<file path="config.mk">
export PLATFORM = sky130hd
export DESIGN_NAME = pix_repack
export DESIGN_NICKNAME = d
export VERILOG_FILES = /design/src/rtl/pixrp_pkg.sv /design/src/rtl/pixrp_unpack.sv /design/src/rtl/pixrp_decode.sv /design/src/rtl/pixrp_serial.sv /design/src/rtl/pix_repack.sv
export SDC_FILE = /design/constraint.sdc
export NUM_CORES = 1
export LEC_CHECK = 0
export CELL_PAD_IN_SITES_DETAIL_PLACEMENT = 1
export CELL_PAD_IN_SITES_GLOBAL_PLACEMENT = 2
export CORE_MARGIN = 1.5
export CORE_UTILIZATION = 30
export DETAILED_ROUTE_END_ITERATION = 8
export HOLD_SLACK_MARGIN = 0.06
export PLACE_DENSITY_LB_ADDON = 0.3
export REMOVE_ABC_BUFFERS = 1
export SYNTH_ARGS = -nofsm -noshare
export SYNTH_HDL_FRONTEND = slang
export SYNTH_SLANG_ARGS = --single-unit
</file>
<file path="constraint.sdc">
create_clock -name clk -period 17 [get_ports clk]
set_input_delay 1.7 -clock clk [delete_from_list [all_inputs] [get_ports clk]]
set_output_delay 1.7 -clock clk [all_outputs]
set_load 0.01 [all_outputs]
</file>
<file path="src/rtl/pixrp_pkg.sv">
`timescale 1ns/1ps
package pixrp_pkg;

    typedef enum logic [2:0] {
        IF_RGBX  = 3'd0,
        IF_BGRX  = 3'd1,
        IF_XRGB  = 3'd2,
        IF_XBGR  = 3'd3,
        IF_RGB24 = 3'd4,
        IF_BGR24 = 3'd5,
        IF_BGR16 = 3'd6,
        IF_RGB16 = 3'd7
    } pix_in_e;

    typedef enum logic [1:0] {
        ST_IDLE  = 2'd0,
        ST_RUN   = 2'd1,
        ST_FLUSH = 2'd2,
        ST_DONE  = 2'd3
    } rp_state_e;

    typedef struct packed {
        logic [7:0] r;
        logic [7:0] g;
        logic [7:0] b;
    } rgb_t;

    // Bytes one pixel occupies in memory for a given layout.
    function automatic logic [2:0] in_bytes(pix_in_e f);
        logic [2:0] n;
        unique case (f)
            IF_RGBX, IF_BGRX, IF_XRGB, IF_XBGR: n = 3'd4;
            IF_RGB24, IF_BGR24:                 n = 3'd3;
            default:                            n = 3'd2;
        endcase
        return n;
    endfunction

endpackage

</file>
<file path="src/rtl/pixrp_unpack.sv">
`timescale 1ns/1ps
module pixrp_unpack
    import pixrp_pkg::*;
#(
    parameter int WANT_W = 27
) (
    input  logic              clk,
    input  logic              rst_n,
    input  logic              clr,
    input  logic              en,
    input  pix_in_e           fmt,
    input  logic [WANT_W-1:0] want,
    input  logic [31:0]       wr_data,
    input  logic              wr_valid,
    output logic              wr_ready,
    output logic [31:0]       pix_raw,
    output logic              pix_valid,
    input  logic              pix_ready
);

    localparam int WIN_BYTES = 8;
    localparam int WORD_BYTES = 4;

    logic [7:0] win_q [WIN_BYTES];
    logic [7:0] win_n [WIN_BYTES];
    logic [3:0] fill_q;
    logic [3:0] fill_n;
    logic [3:0] bpp;
    logic [3:0] take;
    logic [3:0] fill_sh;
    logic [3:0] src;
    logic [3:0] pos;
    logic       accept;

    assign bpp       = {1'b0, in_bytes(fmt)};
    assign pix_valid = en && (fill_q >= bpp) && (want != '0);
    assign wr_ready  = en && (fill_q <= 4'd4)
                       && ({{(WANT_W-4){1'b0}}, fill_q} < want);
    assign accept    = wr_valid && wr_ready;
    assign take      = (pix_valid && pix_ready) ? bpp : 4'd0;
    assign fill_sh   = fill_q - take;
    assign fill_n    = fill_sh + (accept ? 4'd4 : 4'd0);
    assign pix_raw   = {win_q[3], win_q[2], win_q[1], win_q[0]};

    always_comb begin
        src = '0;
        pos = '0;
        for (int j = 0; j < WIN_BYTES; j++) begin
            win_n[j] = 8'h00;
            src = 4'(j) + take;
            if (!src[3]) win_n[j] = win_q[src[2:0]];
            for (int i = 0; i < WORD_BYTES; i++) begin
                pos = fill_sh + 4'(i);
                if (accept && pos == 4'(j)) win_n[j] = wr_data[8*i +: 8];
            end
        end
    end

    always_ff @(posedge clk or negedge rst_n) begin
        if (!rst_n) begin
            fill_q <= '0;
            for (int j = 0; j < WIN_BYTES; j++) win_q[j] <= 8'h00;
        end else if (clr) begin
            fill_q <= '0;
        end else begin
            fill_q <= fill_n;
            for (int j = 0; j < WIN_BYTES; j++) win_q[j] <= win_n[j];
        end
    end

endmodule

</file>
<file path="src/rtl/pixrp_decode.sv">
`timescale 1ns/1ps
module pixrp_decode
    import pixrp_pkg::*;
(
    input  pix_in_e     fmt,
    input  logic [31:0] raw,
    output rgb_t        px
);

    logic [15:0] half;
    logic [4:0]  r5;
    logic [5:0]  g6;
    logic [4:0]  b5;

    assign half = raw[15:0];

    always_comb begin
        r5 = half[4:0];
        g6 = half[10:5];
        b5 = half[15:11];
        unique case (fmt)
            IF_RGBX, IF_RGB24: px = '{r: raw[7:0],   g: raw[15:8],  b: raw[23:16]};
            IF_BGRX, IF_BGR24: px = '{r: raw[23:16], g: raw[15:8],  b: raw[7:0]};
            IF_XRGB:           px = '{r: raw[15:8],  g: raw[23:16], b: raw[31:24]};
            IF_XBGR:           px = '{r: raw[31:24], g: raw[23:16], b: raw[15:8]};
            IF_BGR16, IF_RGB16: begin
                if (fmt == IF_RGB16) begin
                    r5 = half[15:11];
                    b5 = half[4:0];
                end
                px = '{r: {r5, r5[4:2]}, g: {g6, g6[5:4]}, b: {b5, b5[4:2]}};
            end
        endcase
    end

endmodule

</file>
<file path="src/rtl/pixrp_serial.sv">
`timescale 1ns/1ps
module pixrp_serial
    import pixrp_pkg::*;
(
    input  logic       clk,
    input  logic       rst_n,
    input  logic       wide,
    input  rgb_t       px,
    input  logic       px_valid,
    output logic       px_ready,
    output logic [7:0] ob_data,
    output logic       ob_valid,
    input  logic       ob_ready,
    output logic       empty
);

    logic [23:0] sh_q;
    logic [1:0]  left_q;
    logic        fire;
    logic        load;

    assign ob_valid = (left_q != 2'd0);
    assign ob_data  = sh_q[23:16];
    assign empty    = (left_q == 2'd0);
    assign fire     = ob_valid && ob_ready;
    assign px_ready = (left_q == 2'd0) || (left_q == 2'd1 && ob_ready);
    assign load     = px_valid && px_ready;

    always_ff @(posedge clk or negedge rst_n) begin
        if (!rst_n) begin
            sh_q   <= '0;
            left_q <= '0;
        end else if (load) begin
            if (wide) begin
                sh_q   <= {px.r, px.g, px.b};
                left_q <= 2'd3;
            end else begin
                sh_q   <= {px.r[7:3], px.g[7:5], px.g[4:2], px.b[7:3], 8'h00};
                left_q <= 2'd2;
            end
        end else if (fire) begin
            sh_q   <= {sh_q[15:0], 8'h00};
            left_q <= left_q - 2'd1;
        end
    end

endmodule

</file>
<file path="src/rtl/pix_repack.sv">
`timescale 1ns/1ps
module pix_repack
    import pixrp_pkg::*;
#(
    parameter int CNT_W = 24
) (
    input  logic             clk,
    input  logic             rst_n,
    input  logic             start,
    input  logic [2:0]       in_fmt,
    input  logic             out_fmt,
    input  logic [CNT_W-1:0] pix_count,
    input  logic [31:0]      wr_data,
    input  logic             wr_valid,
    output logic             wr_ready,
    output logic [7:0]       ob_data,
    output logic             ob_valid,
    input  logic             ob_ready,
    output logic             busy,
    output logic             done
);

    localparam int WANT_W = CNT_W + 3;

    rp_state_e         state_q;
    rp_state_e         state_n;
    pix_in_e           fmt_q;
    logic              wide_q;
    logic [CNT_W-1:0]  rem_q;
    logic [WANT_W-1:0] want;
    logic              start_ok;
    logic              run_en;
    logic [31:0]       pix_raw;
    logic              pix_valid;
    logic              pix_ready;
    logic              pix_fire;
    logic              ser_empty;
    rgb_t              px;

    assign start_ok = start && (state_q == ST_IDLE || state_q == ST_DONE);
    assign pix_fire = pix_valid && pix_ready;
    assign want     = WANT_W'(rem_q) * WANT_W'(in_bytes(fmt_q));

    // Next-state logic
    always_comb begin
        state_n = state_q;
        unique case (state_q)
            ST_IDLE, ST_DONE:
                if (start_ok) state_n = (pix_count == '0) ? ST_DONE : ST_RUN;
            ST_RUN:
                if (pix_fire && rem_q == CNT_W'(1)) state_n = ST_FLUSH;
            ST_FLUSH:
                if (ser_empty) state_n = ST_DONE;
        endcase
    end

    // State register and job context
    always_ff @(posedge clk or negedge rst_n) begin
        if (!rst_n) begin
            state_q <= ST_IDLE;
            fmt_q   <= IF_RGBX;
            wide_q  <= 1'b0;
            rem_q   <= '0;
        end else begin
            state_q <= state_n;
            if (start_ok) begin
                fmt_q  <= pix_in_e'(in_fmt);
                wide_q <= out_fmt;
                rem_q  <= pix_count;
            end else if (pix_fire) begin
                rem_q <= rem_q - CNT_W'(1);
            end
        end
    end

    // State outputs
    always_comb begin
        busy   = 1'b0;
        done   = 1'b0;
        run_en = 1'b0;
        unique case (state_q)
            ST_IDLE:  ;
            ST_RUN:   begin busy = 1'b1; run_en = 1'b1; end
            ST_FLUSH: busy = 1'b1;
            ST_DONE:  done = 1'b1;
        endcase
    end

    pixrp_unpack #(.WANT_W(WANT_W)) u_unpack (
        .clk       (clk),
        .rst_n     (rst_n),
        .clr       (start_ok),
        .en        (run_en),
        .fmt       (fmt_q),
        .want      (want),
        .wr_data   (wr_data),
        .wr_valid  (wr_valid),
        .wr_ready  (wr_ready),
        .pix_raw   (pix_raw),
        .pix_valid (pix_valid),
        .pix_ready (pix_ready)
    );

    pixrp_decode u_decode (
        .fmt (fmt_q),
        .raw (pix_raw),
        .px  (px)
    );

    pixrp_serial u_serial (
        .clk      (clk),
        .rst_n    (rst_n),
        .wide     (wide_q),
        .px       (px),
        .px_valid (pix_valid),
        .px_ready (pix_ready),
        .ob_data  (ob_data),
        .ob_valid (ob_valid),
        .ob_ready (ob_ready),
        .empty    (ser_empty)
    );

endmodule

</file>
Word level (Yosys, flattened, before mapping):

Index checks and enable logic that the tools add are counted.
Widths: inputs -> output; s select.

* register bits: 124
* output and inout port bits: 12

* add/subtract/negate cells: 14
* multipliers: 1
* $lt $le $gt $ge: 11
* equal/unequal tests: 43
* muxes and demuxes: 87
* bitwise logic cells: 8
* reduce and logical (&&, ||, !) cells: 64

Operators with widths (count)
* $mux 8: 56
* $bmux 8 s3: 8
* $pmux 24 s5: 1
* $mux 24: 4
* $eq 4x3->1 const B: 16
* $logic_and 1x1->1: 42
* $eq 4x2->1 const B: 8
* $ge 4x4->1 const B: 8
* $not 3->4: 8
* $lt 4x27->1: 1
* $mul 24x3->27: 1
* $reduce_bool 27->1: 1
* $eq 24x1->1 const B: 1
* $logic_not 24->1: 1
* $sub 24x1->24 const B: 1
* $mux 19: 1
* $add 3x4->4 const A: 4
* $eq 4x1->1 const B: 4
* $logic_not 4->1: 4
* $eq 3x3->1 const B: 4
* $mux 2: 6
* $reduce_or 2->1: 6
* $mux 5: 2
* $add 2x4->4 const A: 2
* 24 further kinds: 38

Logic depth before layout (Yosys ltp):

* depth in word-level cells: 18
* mapped depth: 36
* depth with buffers taken out: 30

Cells and area by module:

Synthesis repeated with hierarchy kept, for this count alone.

* cells, all modules: 1733
* area total of the unflattened synthesis: 14179.8 um^2

Modules (own cells, without submodules)
* pixrp_unpack: times used 1, cells an instance 977, area an instance 7975.1 um^2, seq. area each 1701.6 um^2
* pix_repack: times used 1, cells an instance 496, area an instance 3870.0 um^2, seq. area each 750.7 um^2
* pixrp_serial: times used 1, cells an instance 130, area an instance 1457.6 um^2, seq. area each 650.6 um^2
* pixrp_decode: times used 1, cells an instance 130, area an instance 877.1 um^2, seq. area each 0.0 um^2

Worst setup path after synthesis:

No wires, ideal clock.

* kind: register to register
* start point: reg fmt_q[2]
* end point: reg u_unpack.win_q, in the netlist u_unpack.pix_raw[31]
* data arrival time: 8.372 ns
* data required time: 16.862 ns
* slack: 8.491 ns
* stages on the path, launching flop included: 33
* path buffers: 8
* period minus slack after synthesis: 8.509 ns
* path through: dfrtp_1 clkbuf_1 clkbuf_1 buf_1 clkbuf_1 buf_1 nand2_1 fa_1 fa_1 nand2b_1 a211oi_1 mux2_2 nand2b_1 nor4_1 nand4b_1 or4_1 nor3_2 nor2_1 buf_4 buf_2 nand2_1 ha_1 xnor2_1 inv_1 ha_1 xor2_1 nand2b_1 clkbuf_1 o22ai_1 a31o_2 a221o_1 a221oi_1 a221oi_2

* cells in the longest elaborated chain, start to end: 18

RTL lines
* from (decl): line pix_repack.sv:27 `pix_in_e fmt_q;`
* from (signal assigned): line pix_repack.sv:67 `fmt_q <= pix_in_e'(in_fmt);`
* $eq 3x1->1 (tied with other cells): line pixrp_pkg.sv:31 `unique case (f)`
* $reduce_or 4->1 or $reduce_or 2->1 (tied branches): line pixrp_pkg.sv:31
* $pmux 3 s2 *: line pixrp_pkg.sv:31
* $mul 24x3->27 or $ge 4x3->1 (tied branches): line pix_repack.sv:42, pixrp_unpack.sv:36
* $reduce_bool 27->1 or $logic_and 1x1->1 (tied branches): line pixrp_unpack.sv:36 `assign pix_valid = en && (fill_q >= bpp) && (want != '0);`
* $logic_and 1x1->1: line pixrp_unpack.sv:36
* $logic_and 1x1->1: line pixrp_unpack.sv:40 `assign take = (pix_valid && pix_ready) ? bpp : 4'd0;`
* $mux 3: line pixrp_unpack.sv:40
* $add 2x4->4: line pixrp_unpack.sv:50 `src = 4'(j) + take;`
* $not 3->4 (implied by the code): line pixrp_unpack.sv:51 `if (!src[3]) win_n[j] = win_q[src[2:0]];`
* $bmux 8 s3: line pixrp_unpack.sv:51
* $mux 8 (implied by the code) (2 in a row): line pixrp_unpack.sv:51
* $mux 8: line pixrp_unpack.sv:51
* $mux 8 (3 in a row): line pixrp_unpack.sv:54 `if (accept && pos == 4'(j)) win_n[j] = wr_data[8*i +: 8];`
* $mux 8 *: line pixrp_unpack.sv:54
* to (decl): line pixrp_unpack.sv:24 `logic [7:0] win_q [WIN_BYTES];`

Every way passes the cells marked *; elsewhere a longest branch is shown, timed or not. The select of a mux whose other input is x is not followed.
A chain may end at the register's enable or synchronous reset.

Final worst setup path:

* start point: reg fmt_q[2]
* end point: reg u_unpack.win_q, in the netlist u_unpack.pix_raw[21]

The elaborated chain is that of the path after synthesis.

==> flow_summary.ini <==
[clock_tree]
insertion_delay_ns = 0.47
cts.root.buffer_cell = clkbuf_16
cts_clock_pin_slew_for_the_worst_setup_and_hold_paths_ns = 0.06
cts_htree_levels = 4
hold_buffers = 0
cts_resized = 0
cts_setup_buffers = 0
clock_path_buffers = 2
cts_tree = yes
cts.sink_count = 124
cts_buffers = 17

[floorplan]
core_area_sq_um = 47700
top_level_ports = 77
fp.dieArea_sq_um = 49700
start_util_pct = 30.4
std_cell_rows = 80
die_w_um = 223
die_height_um = 223

[synthesis]
synthDominantCellAreaShare_pct = 21.4
synthMostInstantiatedCell = nand2_1
biggest_area_consumer_among_synthesized_cells = dfrtp_1
synth_area_sq_um = 14500
postSynthRegisterBits = 124
mean_instance_size_in_the_synthesized_netlist_sq_um = 8.06
synthDistinctLibCells = 96
post_synth_top_cells = 234 x nand2_1, 169 x nor2_1, 166 x a21oi_1
largest_cells_by_area_after_synthesis = dfrtp_1 21%, mux4_2 8.5%, nand2_1 6.1%
async_reset_ff_share_pct = 100
synth_top_flop_cell = dfrtp_1
yosysWarningCount = 0
postSynthCellCount = 1800
synth_edf_count = 0
synth_seq_area_share_pct = 21.4

[finish]
fill_cells = 5668
ff_latch_area_sq_um = 3110
syn_to_final_growth_pct = 12.1
drive_gt1_share_pct = 10.3
multi_input_area_sq_um = 10400
fin_nets = 1916
fin_util_pct = 34.1

[timing]
slew_violations = 0
clock-skew-final_ns = 0.0212
worst_pin_slew_ns = 1.25
tns_ns = 0
final.period_utilization_pct = 56.3
setup_viol = 0
timing_hold_violations_final = 0
grt_setup_unrepaired = no
clock_period_minus_final_worst_setup_slack_ns = 9.57
fmax_mhz = 105
maxSlewHeadroom_pct = 16.5

[global_route]
via_count_of_the_first_global_routing_pass = 15500
grt_start_max_net_pins = 67
grt_overflow_total = 0
initial_antenna_violation_count = 1
grtUsageTotal_pct = 27.2
grt_pass1_wl_mm = 102

[detailed_routing]
firstDrtPassIters = 5
postRouteAntennaNets = 0
routed_via_density = 6.41
post-route-drc-count = 0
route.final.wire_length_mm = 67.4
vias = 15400
wl_per_cell_um = 28.0
drt_iter0_drc = 1669

[placement]
buffer_ports.inserted = 76
hpwlAfterDp_mm = 48.6
finalWeightedCongestion = 0.957

[hold_path]
holdCritPathClass = register to register
whs_path_depth = 2

[run]
max_cap_violations = 0

[critical_path]
reg2regPathDepth = 27
crit_required_ns = 17.36
criticalPathCategory = register to register
startpoint_type = register
crit_path_dat_ns = 9.92
path_max_fanout = 36
critical_path.endpoint_type = register

[power]
power-per-cell-area_nw_per_um2 = 235
cellLeakagePower_uw = 0.00631
maximum_vdd_drop_v = 0.0000839

[run_status]
run_status = complete, no violations
## cells by family (layout without fill, tap and decap cells)
kind of cell               Yosys count  in the layout  synth area share [%]
AOI/OAI and AO/OA                  583            583                  28.1
adders and majority gates           75             75                  7.71
buffers and inverters              264            252                  7.49
DFF                                124            124                  21.4
and+or+nand+nor                    594            594                  19.7
other                                0              1                     0
muxes                              127            127                  13.6
xor gates and xnor gates            33             33                  1.99
## per-layer routing
metal  wire length [um]  up-vias  track usage [%]
li1                   -     6695                -
met1              30900     7817             39.5
met2              28100      770             39.2
met3               6550      119             7.12
met4               1850        0             8.01
met5                  0        -                0
## path summary, 6_finish.rpt
path | from | to | slack (ns)
max | fmt_q[2] | u_unpack.pix_raw[21] | 7.43
max in group asynchronous | rst_n | u_unpack.win_q[10] | 14.33
min reg2reg | u_serial.sh_q[0] | u_serial.sh_q[0] | 0.48
min in group asynchronous | rst_n | rem_q[9] | 1.21
max reg2reg | fmt_q[2] | u_unpack.pix_raw[21] | 7.43
min | u_serial.sh_q[0] | u_serial.sh_q[0] | 0.48
## state kept, by name, summed over array words and instances, names as in the netlist
signal and cells:
u_unpack.pix_raw 32, u_unpack.fill_q 4, fmt_q 3, u_unpack.win_q 32
state_q 2, wide_q 1, u_serial.sh_q 24, rem_q 24
u_serial.left_q 2
## placed cells by master (no fill, tap or decap), types with 24 or more instances in the layout
| master | netlist | final |
|---|---|---|
| a221oi_1 | 60 | 60 |
| fa_1 | 24 | 24 |
| nand2_1 | 234 | 233 |
| dfrtp_1 | 124 | 122 |
| o21ai_0 | 84 | 84 |
| o211ai_1 | 24 | 24 |
| mux4_2 | 55 | 55 |
| ha_1 | 51 | 51 |
| a221o_1 | 35 | 35 |
| inv_1 | 106 | 106 |
| nor3_1 | 30 | 30 |
| buf_4 | 12 | 35 |
| a21oi_1 | 166 | 166 |
| a211oi_1 | 31 | 31 |
| mux2i_1 | 57 | 57 |
| clkdlybuf4s50_1 | 0 | 75 |
| nor2_1 | 169 | 167 |
## critical path, stage by stage, from the launching register on
cell and delay [ns]:
dfrtp_2 0.60, inv_2 0.37, buf_4 0.48, nand2_1 0.15
fa_1 0.55, inv_1 0.05, ha_1 0.55, nand2_1 0.09
o211ai_1 0.54, nor2_1 0.15, nor2_1 0.19, a21oi_1 0.13
xnor2_1 0.19, or4bb_1 0.59, nor3_2 0.99, nor2_2 0.05
nand2_1 0.23, ha_1 0.29, xnor2_1 0.44, inv_1 0.24
ha_1 0.31, xor2_1 0.34, nand2b_1 0.35, nor2_1 0.24
a21oi_1 0.06, o31ai_1 0.91, a21oi_1 0.09, a221oi_1 0.27
## per-stage QoR
step	area, sq um	setup slack (ns)	instances	hold WS (ns)	total power, uW
6_report	16300	7.43	2404	0.479	3820
5_1_grt	16300	6.65	2403	0.495	4100
4_1_cts	16300	7.56	2403	0.482	3770
3_5_place_dp	15700	7.59	2372	0.468	3370
3_3_place_gp	15700	8.05	2372	0.462	3330
2_1_floorplan	13800	5.22	1646	0.449	2470
## cell type report
cell class / instances / area share [%]
well taps: 615 / 4.73
clock buffers: 19 / 2.72
repair buffers: 111 / 6.30
flip-flops and latches: 124 / 19.1
multi-input cells: 1412 / 63.8
inverters: 110 / 2.54
diodes: 1 / 0.0154
clock inverters: 12 / 0.761
## power by group
part	switching [uW]	internal (uW)	leakage (uW)
Combinational	1670	1030	0.00457
Clock	163	217	0.000270
Sequential	300	438	0.00147
Total	2140	1690	0.00631
Power figures use the tool's default switching activity.
